**src/rtl/bundle_issue_pkg.sv**
```systemverilog
// Shared constants, unit codes and template decode for the bundle issue unit.
// Assumes the fixed 128-bit bundle layout: 5-bit template low, three 41-bit slots above.
package bundle_issue_pkg;
    localparam int SLOT_W    = 41;
    localparam int TMPL_W    = 5;
    localparam int SLOTS     = 3;
    localparam int BUNDLE_W  = TMPL_W + SLOTS * SLOT_W;
    localparam int WIN_B     = 2;
    localparam int LANES     = WIN_B * SLOTS;
    localparam int NUM_UNITS = 4;
    localparam int UNIT_W    = 2;

    typedef enum logic [1:0] {
        UNIT_MEM = 2'd0,
        UNIT_INT = 2'd1,
        UNIT_FP  = 2'd2,
        UNIT_BR  = 2'd3
    } unit_e;

    typedef struct packed {
        logic                        legal;
        logic [SLOTS-1:0]            stop;
        logic [SLOTS*UNIT_W-1:0]     units;
    } tmpl_info_t;

    // Decode a template: pattern code in [4:1], closing stop in [0].
    function automatic tmpl_info_t decode_tmpl(input logic [TMPL_W-1:0] t);
        tmpl_info_t r;
        r.legal = 1'b1;
        r.stop  = {t[0], 2'b00};
        case (t[4:1])
            4'd0:  r.units = {UNIT_INT, UNIT_INT, UNIT_MEM};
            4'd1:  begin r.units = {UNIT_INT, UNIT_INT, UNIT_MEM}; r.stop[1] = 1'b1; end
            4'd2:  r.units = {UNIT_INT, UNIT_MEM, UNIT_MEM};
            4'd3:  begin r.units = {UNIT_INT, UNIT_MEM, UNIT_MEM}; r.stop[0] = 1'b1; end
            4'd4:  r.units = {UNIT_INT, UNIT_FP,  UNIT_MEM};
            4'd5:  r.units = {UNIT_FP,  UNIT_MEM, UNIT_MEM};
            4'd6:  r.units = {UNIT_BR,  UNIT_INT, UNIT_MEM};
            4'd7:  r.units = {UNIT_BR,  UNIT_BR,  UNIT_MEM};
            4'd8:  r.units = {UNIT_BR,  UNIT_BR,  UNIT_BR};
            4'd9:  r.units = {UNIT_BR,  UNIT_MEM, UNIT_MEM};
            4'd10: r.units = {UNIT_BR,  UNIT_FP,  UNIT_MEM};
            4'd11: begin r.units = {UNIT_INT, UNIT_INT, UNIT_MEM}; r.stop[0] = 1'b1; end
            default: begin r.units = '0; r.stop = '0; r.legal = 1'b0; end
        endcase
        return r;
    endfunction
endpackage

```
**src/rtl/bundle_tmpl_decode.sv**
```systemverilog
// Template decoder for one bundle: legality, per-slot stop flags, per-slot unit codes.
// Purely combinational; assumes the template occupies the low TMPL_W bits.
module bundle_tmpl_decode
    import bundle_issue_pkg::*;
(
    input  logic [BUNDLE_W-1:0]      bundle,
    output logic                     legal,
    output logic [SLOTS-1:0]         stop,
    output logic [SLOTS*UNIT_W-1:0]  units
);
    tmpl_info_t info;

    // Split the decoded template into its fields.
    always_comb begin
        info  = decode_tmpl(bundle[TMPL_W-1:0]);
        legal = info.legal;
        stop  = info.stop;
        units = info.units;
    end
endmodule

```
**src/rtl/bundle_window.sv**
```systemverilog
// Shift-style bundle window of DEPTH entries, oldest at index 0.
// Retires up to two entries and appends up to two per cycle; assumes the
// caller never pushes beyond free space and never pops more than held.
module bundle_window
    import bundle_issue_pkg::*;
#(
    parameter int DEPTH = 4
) (
    input  logic                   clk,
    input  logic                   rst_n,
    input  logic [1:0]             pop_cnt,
    input  logic [1:0]             push_cnt,
    input  logic [BUNDLE_W-1:0]    push_d0,
    input  logic [BUNDLE_W-1:0]    push_d1,
    output logic [BUNDLE_W-1:0]    head0,
    output logic [BUNDLE_W-1:0]    head1,
    output logic [$clog2(DEPTH+1)-1:0] count
);
    localparam int CW = $clog2(DEPTH+1);

    logic [BUNDLE_W-1:0] mem     [DEPTH];
    logic [BUNDLE_W-1:0] mem_nxt [DEPTH];
    logic [CW-1:0]       cnt_nxt;

    // Next window contents: shift out retired entries, then append new ones.
    always_comb begin
        int remain;
        remain = int'(count) - int'(pop_cnt);
        for (int i = 0; i < DEPTH; i++) begin
            mem_nxt[i] = (i + int'(pop_cnt) < DEPTH) ? mem[i + int'(pop_cnt)] : '0;
        end
        if (push_cnt != 2'd0 && remain < DEPTH) begin
            mem_nxt[remain] = push_d0;
        end
        if (push_cnt == 2'd2 && remain + 1 < DEPTH) begin
            mem_nxt[remain + 1] = push_d1;
        end
        cnt_nxt = CW'(remain + int'(push_cnt));
    end

    // Register the window state.
    always_ff @(posedge clk) begin
        if (!rst_n) begin
            count <= '0;
            for (int i = 0; i < DEPTH; i++) mem[i] <= '0;
        end else begin
            count <= cnt_nxt;
            for (int i = 0; i < DEPTH; i++) mem[i] <= mem_nxt[i];
        end
    end

    assign head0 = mem[0];
    assign head1 = mem[1];
endmodule

```
**src/rtl/issue_group_former.sv**
```systemverilog
// Forms the issue group over the two oldest bundles starting at the slot pointer:
// up to the first stop, or the last slot of the second bundle. Holds the group when
// a needed unit is busy and works out how many bundles retire and the new pointer.
module issue_group_former
    import bundle_issue_pkg::*;
(
    input  logic [WIN_B-1:0]          have,
    input  logic [LANES-1:0]          stop_lin,
    input  logic [LANES*UNIT_W-1:0]   unit_lin,
    input  logic [1:0]                ptr,
    input  logic [NUM_UNITS-1:0]      busy,
    output logic [LANES-1:0]          grp_mask,
    output logic                      fire,
    output logic [1:0]                pop,
    output logic [1:0]                ptr_nxt
);
    logic found;
    logic blocked;
    int   last;

    // Locate the closing slot of the group.
    always_comb begin
        found = 1'b0;
        last  = 0;
        for (int k = 0; k < LANES; k++) begin
            if (!found && k >= int'(ptr) && have[k / SLOTS] &&
                (stop_lin[k] || k == LANES - 1)) begin
                found = 1'b1;
                last  = k;
            end
        end
    end

    // Build the lane mask and test it against busy units.
    always_comb begin
        blocked = 1'b0;
        for (int k = 0; k < LANES; k++) begin
            grp_mask[k] = found && k >= int'(ptr) && k <= last;
            if (grp_mask[k] && busy[unit_lin[k*UNIT_W +: UNIT_W]]) blocked = 1'b1;
        end
        fire = found && !blocked;
    end

    // Retirement count and next slot pointer.
    always_comb begin
        pop     = 2'd0;
        ptr_nxt = ptr;
        if (fire) begin
            if (last < SLOTS - 1) begin
                ptr_nxt = 2'(last + 1);
            end else if (last == SLOTS - 1) begin
                pop     = 2'd1;
                ptr_nxt = 2'd0;
            end else if (last < LANES - 1) begin
                pop     = 2'd1;
                ptr_nxt = 2'(last - SLOTS + 1);
            end else begin
                pop     = 2'd2;
                ptr_nxt = 2'd0;
            end
        end
    end
endmodule

```
**src/rtl/bundle_issue_unit.sv**
```systemverilog
// Top of the bundle issue unit. Accepts up to two bundles per cycle, drops
// bundles with undefined templates, keeps a DEPTH-entry window and issues one
// stop-bounded group per cycle on LANES lanes. Assumes DEPTH >= 4 so that two
// held bundles plus two arrivals always fit.
module bundle_issue_unit
    import bundle_issue_pkg::*;
#(
    parameter int DEPTH = 4
) (
    input  logic                        clk,
    input  logic                        rst_n,
    input  logic [1:0]                  in_valid,
    input  logic [BUNDLE_W-1:0]         in_bundle_a,
    input  logic [BUNDLE_W-1:0]         in_bundle_b,
    output logic                        in_ready,
    output logic [1:0]                  bad_template,
    input  logic [NUM_UNITS-1:0]        unit_busy,
    output logic [LANES-1:0]            iss_valid,
    output logic [LANES*UNIT_W-1:0]     iss_unit,
    output logic [LANES*SLOT_W-1:0]     iss_op
);
    localparam int CW = $clog2(DEPTH+1);

    logic [BUNDLE_W-1:0]       in_bnd   [2];
    logic [1:0]                in_legal;
    logic [SLOTS-1:0]          in_stop  [2];
    logic [SLOTS*UNIT_W-1:0]   in_units [2];
    logic [1:0]                accept;
    logic [1:0]                push_ok;
    logic [1:0]                push_cnt;
    logic [BUNDLE_W-1:0]       push_d0;
    logic [BUNDLE_W-1:0]       push_d1;

    logic [BUNDLE_W-1:0]       head     [WIN_B];
    logic [WIN_B-1:0]          head_legal;
    logic [SLOTS-1:0]          head_stop  [WIN_B];
    logic [SLOTS*UNIT_W-1:0]   head_units [WIN_B];
    logic [CW-1:0]             win_cnt;
    logic [WIN_B-1:0]          have;
    logic [LANES-1:0]          stop_lin;
    logic [LANES*UNIT_W-1:0]   unit_lin;
    logic [LANES-1:0]          grp_mask;
    logic                      fire;
    logic [1:0]                pop;
    logic [1:0]                ptr;
    logic [1:0]                ptr_nxt;

    assign in_bnd[0] = in_bundle_a;
    assign in_bnd[1] = in_bundle_b;

    // Input-side decoders, one per offered lane.
    for (genvar n = 0; n < 2; n++) begin : g_in_dec
        bundle_tmpl_decode u_dec (
            .bundle (in_bnd[n]),
            .legal  (in_legal[n]),
            .stop   (in_stop[n]),
            .units  (in_units[n])
        );
    end

    // Handshake, illegal-template flagging and push compaction.
    always_comb begin
        in_ready     = (DEPTH - int'(win_cnt) + int'(pop)) >= 2;
        accept       = in_valid & {2{in_ready}};
        push_ok      = accept & in_legal;
        bad_template = accept & ~in_legal;
        push_cnt     = 2'(int'(push_ok[0]) + int'(push_ok[1]));
        push_d0      = push_ok[0] ? in_bundle_a : in_bundle_b;
        push_d1      = in_bundle_b;
    end

    bundle_window #(.DEPTH(DEPTH)) u_win (
        .clk      (clk),
        .rst_n    (rst_n),
        .pop_cnt  (pop),
        .push_cnt (push_cnt),
        .push_d0  (push_d0),
        .push_d1  (push_d1),
        .head0    (head[0]),
        .head1    (head[1]),
        .count    (win_cnt)
    );

    // Window-side decoders for the two oldest bundles, flattened into lanes.
    for (genvar b = 0; b < WIN_B; b++) begin : g_win_dec
        bundle_tmpl_decode u_dec (
            .bundle (head[b]),
            .legal  (head_legal[b]),
            .stop   (head_stop[b]),
            .units  (head_units[b])
        );
        assign have[b] = (int'(win_cnt) > b) && head_legal[b];
        assign stop_lin[b*SLOTS +: SLOTS]               = head_stop[b];
        assign unit_lin[b*SLOTS*UNIT_W +: SLOTS*UNIT_W] = head_units[b];
        for (genvar j = 0; j < SLOTS; j++) begin : g_slot
            assign iss_op[(b*SLOTS+j)*SLOT_W +: SLOT_W] =
                head[b][TMPL_W + j*SLOT_W +: SLOT_W];
        end
    end

    issue_group_former u_grp (
        .have     (have),
        .stop_lin (stop_lin),
        .unit_lin (unit_lin),
        .ptr      (ptr),
        .busy     (unit_busy),
        .grp_mask (grp_mask),
        .fire     (fire),
        .pop      (pop),
        .ptr_nxt  (ptr_nxt)
    );

    assign iss_valid = grp_mask & {LANES{fire}};
    assign iss_unit  = unit_lin;

    // Slot pointer within the oldest bundle.
    always_ff @(posedge clk) begin
        if (!rst_n) ptr <= 2'd0;
        else        ptr <= ptr_nxt;
    end
endmodule

```
**config.mk**
```make
export PLATFORM = sky130hd
export DESIGN_NAME = bundle_issue_unit
export DESIGN_NICKNAME = d
export VERILOG_FILES = /design/src/rtl/bundle_issue_pkg.sv /design/src/rtl/bundle_tmpl_decode.sv /design/src/rtl/bundle_window.sv /design/src/rtl/issue_group_former.sv /design/src/rtl/bundle_issue_unit.sv
export SDC_FILE = /design/constraint.sdc
export NUM_CORES = 2
export LEC_CHECK = 0
export ABC_AREA = 0
export BUFFER_PORTS_ARGS = -buffer_cell sky130_fd_sc_hd__buf_2
export CAP_MARGIN = 20
export CELL_PAD_IN_SITES_DETAIL_PLACEMENT = 0
export CELL_PAD_IN_SITES_GLOBAL_PLACEMENT = 1
export CORE_MARGIN = 2
export CORE_UTILIZATION = 39
export CTS_CLUSTER_DIAMETER = 150
export CTS_CLUSTER_SIZE = 28
export DETAILED_ROUTE_END_ITERATION = 16
export PLACE_DENSITY_LB_ADDON = 0.1
export SLEW_MARGIN = 20
export SYNTH_ARGS = -nofsm -noshare
export SYNTH_HDL_FRONTEND = slang
export SYNTH_SLANG_ARGS = --single-unit
export TNS_END_PERCENT = 100
```
**constraint.sdc**
```tcl
create_clock -name clk -period 7.5 [get_ports clk]
set_input_delay 0.375 -clock clk [delete_from_list [all_inputs] [get_ports clk]]
set_output_delay 0.375 -clock clk [all_outputs]
set_load 0.01 [all_outputs]
```
Word-level counts from Yosys, hierarchy flattened
Memory sizes are Yosys's and may differ from the RTL's.
Index checks and enable logic that the tools add are counted.
{"block": "classes", "n_mux": 65, "n_bitwise": 11, "n_lt_le_gt_ge": 30, "n_eq_ne": 46, "addsub": 12, "n_reduce_logical": 56}
{"operator": "128-bit 2-to-1 mux", "count": 11}
{"operator": "512-bit bitwise mux", "count": 2}
{"operator": "512-bit 2-to-1 mux", "count": 2}
{"operator": "128-bit demux with 2-bit select", "count": 2}
{"operator": "32-bit by 4-bit < comparator with 1-bit output, second input constant", "count": 5}
{"operator": "32-bit 2-to-1 mux", "count": 4}
{"operator": "6-bit case mux with 9 select lines", "count": 2}
{"operator": "4-bit by 3-bit == test with 1-bit output, second input constant", "count": 16}
{"operator": "4-bit == test, second input constant", "count": 16}
{"operator": "32-bit by 3-bit >= comparator with 1-bit output, second input constant", "count": 2}
{"operator": "3-bit by 32-bit less-or-equal comparator with 1-bit output, first input constant", "count": 2}
{"operator": "4-bit by 32-bit less-or-equal comparator with 1-bit output, first input constant", "count": 2}
{"operator": "32-bit by 1-bit < comparator with 1-bit output, second input constant", "count": 2}
{"operator": "32-bit inverter", "count": 2}
{"operator": "12-bit OR reduction", "count": 4}
{"operator": "1-bit logical AND", "count": 35}
{"operator": "32-bit by 3-bit == test with 1-bit output, second input constant", "count": 1}
{"operator": "4-bit by 2-bit == test with 1-bit output, second input constant", "count": 8}
{"operator": "1-bit by 32-bit less-or-equal comparator with 1-bit output, first input constant", "count": 1}
{"operator": "2-bit by 32-bit less-or-equal comparator with 1-bit output, first input constant", "count": 1}
{"operator": "32-bit by 3-bit < comparator with 1-bit output, second input constant", "count": 1}
{"operator": "1-bit 2-to-1 mux", "count": 25}
{"operator": "2-bit 2-to-1 mux", "count": 11}
{"operator": "2-bit by 3-bit < comparator with 1-bit output, second input constant", "count": 7}
{"operator": "27 further kinds", "count": 56}
{"block": "word_totals", "ff_bits": 5, "mem_bits_rw": 512, "memories": 1, "input_bits": 264}
{"name": "u_win.mem", "words": 4, "word_bits": 128, "read_ports": 6, "rd_ports_with_merged_regs": 0, "wr": 4, "line_no": "bundle_window.sv:21", "rtl": "logic [BUNDLE_W-1:0] mem [DEPTH];"}

Logic depth before layout (Yosys ltp)
An unclocked memory read counts as a cell.
{"block": "logic_depth", "word_depth": 52, "ltp_mapped": 36}

By module
Synthesis repeated with hierarchy kept, for this count alone.
{"block": "unflattened", "cells_unflattened": 4152, "area_unflattened_um2": 35295.1}
{"module": "bundle_window", "instances": 1, "area_each_um2": 32142.1, "cells_each": 3815}
{"module": "bundle_issue_unit", "instances": 1, "area_each_um2": 2064.5, "cells_each": 183}
{"module": "bundle_tmpl_decode", "instances": 4, "area_each_um2": 148.9, "cells_each": 22}
{"module": "issue_group_former", "instances": 1, "area_each_um2": 493.0, "cells_each": 66}

Least setup slack after synthesis
No wires, ideal clock.
{"block": "synth_path", "path_kind": "flip-flop to flip-flop", "from": "register u_win.count[1]", "to": "memory u_win.mem[3][79] in the netlist's numbering", "setup_ns": 0.079, "period_less_slack_ns": 7.160, "t_arrival_ns": 7.081, "path_slack_ns": 0.340, "stages_incl_launch_ff": 36, "n_path_buf": 7, "cell_sequence": "dfxtp_1 -> inv_1 -> ha_1 -> o21ba_2 -> o221ai_1 -> or4_1 -> o22ai_1 -> inv_1 -> ha_1 -> nor2b_1 -> a211oi_1 -> o211a_1 -> o31ai_2 -> nand2_2 -> nor2_2 -> buf_4 -> buf_4 -> ha_1 -> fa_1 -> nand2b_1 -> a21oi_1 -> a211oi_1 -> nand2_1 -> a21oi_2 -> clkinv_1 -> clkbuf_1 -> buf_2 -> ha_1 -> nor2_1 -> and3_1 -> nor2b_1 -> clkbuf_1 -> clkbuf_1 -> clkbuf_1 -> a222oi_1 -> o211ai_1"}
{"item": "start: declaration", "line_no": "bundle_window.sv:17", "rtl": "output logic [$clog2(DEPTH+1)-1:0] count"}
{"item": "start signal: assignment", "line_no": "bundle_window.sv:47", "rtl": "count <= cnt_nxt;"}
{"item": "end: declaration", "line_no": "bundle_window.sv:21"}

==> qor.yml <==
logic_synthesis:
  synth_area_um2: 33700
  ys.flop_type: "dfxtp_1"
  synth_area_leaders: "dfxtp_1 (31%), mux2i_1 (7.6%), a222oi_1 (7.5%), o21ai_0 (5.9%), buf_4 (5.8%)"
  async_flop_share_pct: 0
  yosysTopAreaCell: "dfxtp_1"
  synth_edf_count: 0
  synth_cell_types: 77
  syn_area_per_cell_um2: 8.34
  ys_warn_count: 0
  yosysSeqAreaShare_pct: 30.7
  synth_top_area_share_pct: 30.7
  syn-num-nets: 4324
  syn_inst: 4042
  synth_seq_cells: 517
setup_path:
  cpPeakStageDelay_ns: 0.82
  worstPathMaxFanout: 93
  worstSetupEndpoint: "u_win.mem[2][40]"
  slowest_stage: "buf_4"
  criticalPathCategory: "flop to flop"
  setup.worst_path.end_class: "flop"
  arrival_ns: 7.62
  cp.required_ns: 8.03
  cp_common_cell: "ha_1"
  critPathLaunchType: "flop"
  rr_startpoint: "u_win.count[1]"
  reg2regPathDepth: 28
  r2r-end: "u_win.mem[2][40]"
  startpoint: "u_win.count[1]"
  ff2ff_setup_slack_ns: 0.41
die:
  initial_core_util_pct: 39.5
  io-pin-count: 531
  rows: 107
  die_h_um: 298
  coreArea_um2: 85400
  die-area_um2: 88800
  die_w_um: 298
global_route:
  antenna_found_initial: 35
  grtUsageTotal_pct: 31.4
  grt_pass1_vias: 33400
  grt_pass1_wl_um: 219000
  grt_max_degree: 195
  overflow: 0
sta:
  finClkSkew_ns: 0.0260
  max_freq_mhz: 141
  worst_slack_ns: 0.412
  maxSlewHeadroom_pct: 21.5
  fin_crit_ns: 7.09
  finalSetupViolations: 0
  slew_violations: 0
  finalCritPeriodShare_pct: 94.5
  hold_viol: 0
  timing.hold.ws_ns: 0.0237
  tightest_slew_ns: 1.18
clocking:
  cts-root-buf: "clkbuf_16"
  cts_inserted_buffers: 22
  h-tree-depth: 1
  clockBufferDepth: 3
  clkTransAtPathRegs_ns: 0.12
  clock_latency_ns: 0.63
  numClockSinks: 517
  tritoncts: "built"
place:
  dp_slack_ns: 0.211
  placed_cell_area_um2: 35300
  dp_hpwl_um: 80400
  numPortBuffers: 530
  gp_congestion: 0.841
power:
  pwr-share-clk_pct: 10.9
  p_per_area_nw_per_um2: 401
  swShare_pct: 52.7
  p_sw_w: 0.00762
  p_leak_nw: 13.7
  p_seq_share_pct: 29.8
  p_total_w: 0.0145
  intPower_w: 0.00684
  ir_drop_mv: 0.429
  pwr-share-comb_pct: 59.3
flow_run:
  drv_cap: 0
final_layout:
  design_area_um2: 36100
  drive_gt1_share_pct: 18.9
  final_cell_mix: "buf_2 (529), dfxtp_1 (517), o21ai_0 (398)"
  synthToLayoutAreaGrowth_pct: 7.11
  nFillCells: 8852
  layout_commonest_cell: "buf_2"
  multiInputGateArea_um2: 19600
  seq_area_um2: 10300
  final_nets: 4249
detailed_routing:
  drc: 0
  drtIter0Drc: 4827
  drt-pass1-iter-count: 10
  via_per_inst: 6.75
  avgRoutedWirePerCell_um: 29.0
  via_count: 34600
  ant_nets: 0
  finalWirelength_um: 149000
status:
  status: "finished, final reports clean"
min_path:
  hp-class: "input port to flop"
-- how the worst min path moves through the flow --
stage          slack (ns)              start           endpoint  depth (start not counted)
2_1_floorplan        0.46  u_win.mem[3][127]  u_win.mem[1][127]                          2
3_3_place_gp         0.48   u_win.mem[3][59]   u_win.mem[3][59]                          2
3_5_place_dp         0.49   u_win.mem[3][81]   u_win.mem[3][81]                          2
4_1_cts            0.0009    in_bundle_a[63]   u_win.mem[1][63]                          3
5_1_grt              0.03   in_bundle_a[119]  u_win.mem[1][119]                          3
6_report             0.02    in_bundle_a[62]   u_win.mem[1][62]                          3
-- synth_stat cells (5+ instances only) --
cell type and number:
or3_1 126, o221a_1 47, o21a_1 127, a21oi_1 268, a21boi_0 127, mux2i_1 257
nand2_1 276, and3_1 130, and2_1 8, buf_2 95, a222oi_1 252, buf_4 262
buf_1 20, a21o_1 6, nand4_1 5, o221ai_1 5, nand2b_1 6, ha_1 15
nor2_1 29, o21ai_0 398, o311ai_0 40, nand3_1 144, o311ai_1 86, o221a_2 79
o211ai_1 253, nor3_1 15, clkbuf_1 345, dfxtp_1 517, nor2b_1 5, inv_1 18
-- worst max-delay path, delay by kind of cell (launching register included) --
family | cells | cell delay, ns
AOI/OAI and AO/OA | 11 | 1.91
adders and majority gates | 4 | 1.08
DFF | 1 | 0.44
and+or+nand+nor | 6 | 1.21
buffers and inverters | 6 | 1.89
muxes | 1 | 0.36
-- routing by layer --
layer	vias up	wire, µm	global-route usage [%]	part of all wire, %
met3	270	12900	5.54	8.7
li1	15400	-	-	-
met5	-	172	0	0.12
met1	17100	62600	42.1	42
met2	1846	68600	50.3	46
met4	28	4480	11.2	3.0
-- state kept, by name, indices dropped and copies added, names as in the netlist --
signal and count:
ptr 2, u_win.count 3, u_win.mem 512
-- power by group through the flow --
| stage | clock [W] | combinational, W | sequential (W) |
|---|---|---|---|
| 6_report | 0.00157 | 0.00857 | 0.00431 |
| 5_1_grt | 0.00168 | 0.00912 | 0.00441 |
| 4_1_cts | 0.00160 | 0.00845 | 0.00429 |
| 3_5_place_dp | 0 | 0.00841 | 0.00435 |
| 3_3_place_gp | 0 | 0.00842 | 0.00437 |
| 2_1_floorplan | 0 | 0.00596 | 0.00406 |
-- cell families (layout without fill, tap and decap cells) --
group	after synthesis	after routing	synth area share [%]
xor+xnor	3	3	0.0780
buf+inv	744	669	11.6
flops	517	517	30.7
other cells	0	19	0
fa+ha+maj	19	19	0.765
mux	258	258	7.67
simple gates	766	766	11.6
compound gates	1735	1735	37.6
-- layout make-up --
type / count / area share [%]
clock inverter: 2 / 0.0901
sequential: 517 / 28.7
tap: 1144 / 3.97
multi-input combinational: 2781 / 54.3
antenna: 19 / 0.132
inverter: 20 / 0.243
timing repair buffer: 625 / 11.0
clock buffer: 22 / 1.53
-- per-stage QoR --
step	TNS (ns)	cells	utilization (%)
after floorplan	0	4042	-
after global placement	0	5074	41.3
after detailed placement	0	5074	41.3
after CTS	0	5109	42.1
after global routing	-0.300	5130	42.3
final	0	5130	42.3
-- timing repair --
item | in CTS | in global routing
resized for setup | 0 | 9
hold buffers | 11 | 0
hold endpoints to repair | 11 | 0
endpoints found under the setup margin | 0 | 263
setup buffers | 0 | 1
Power figures use the tool's default switching activity.
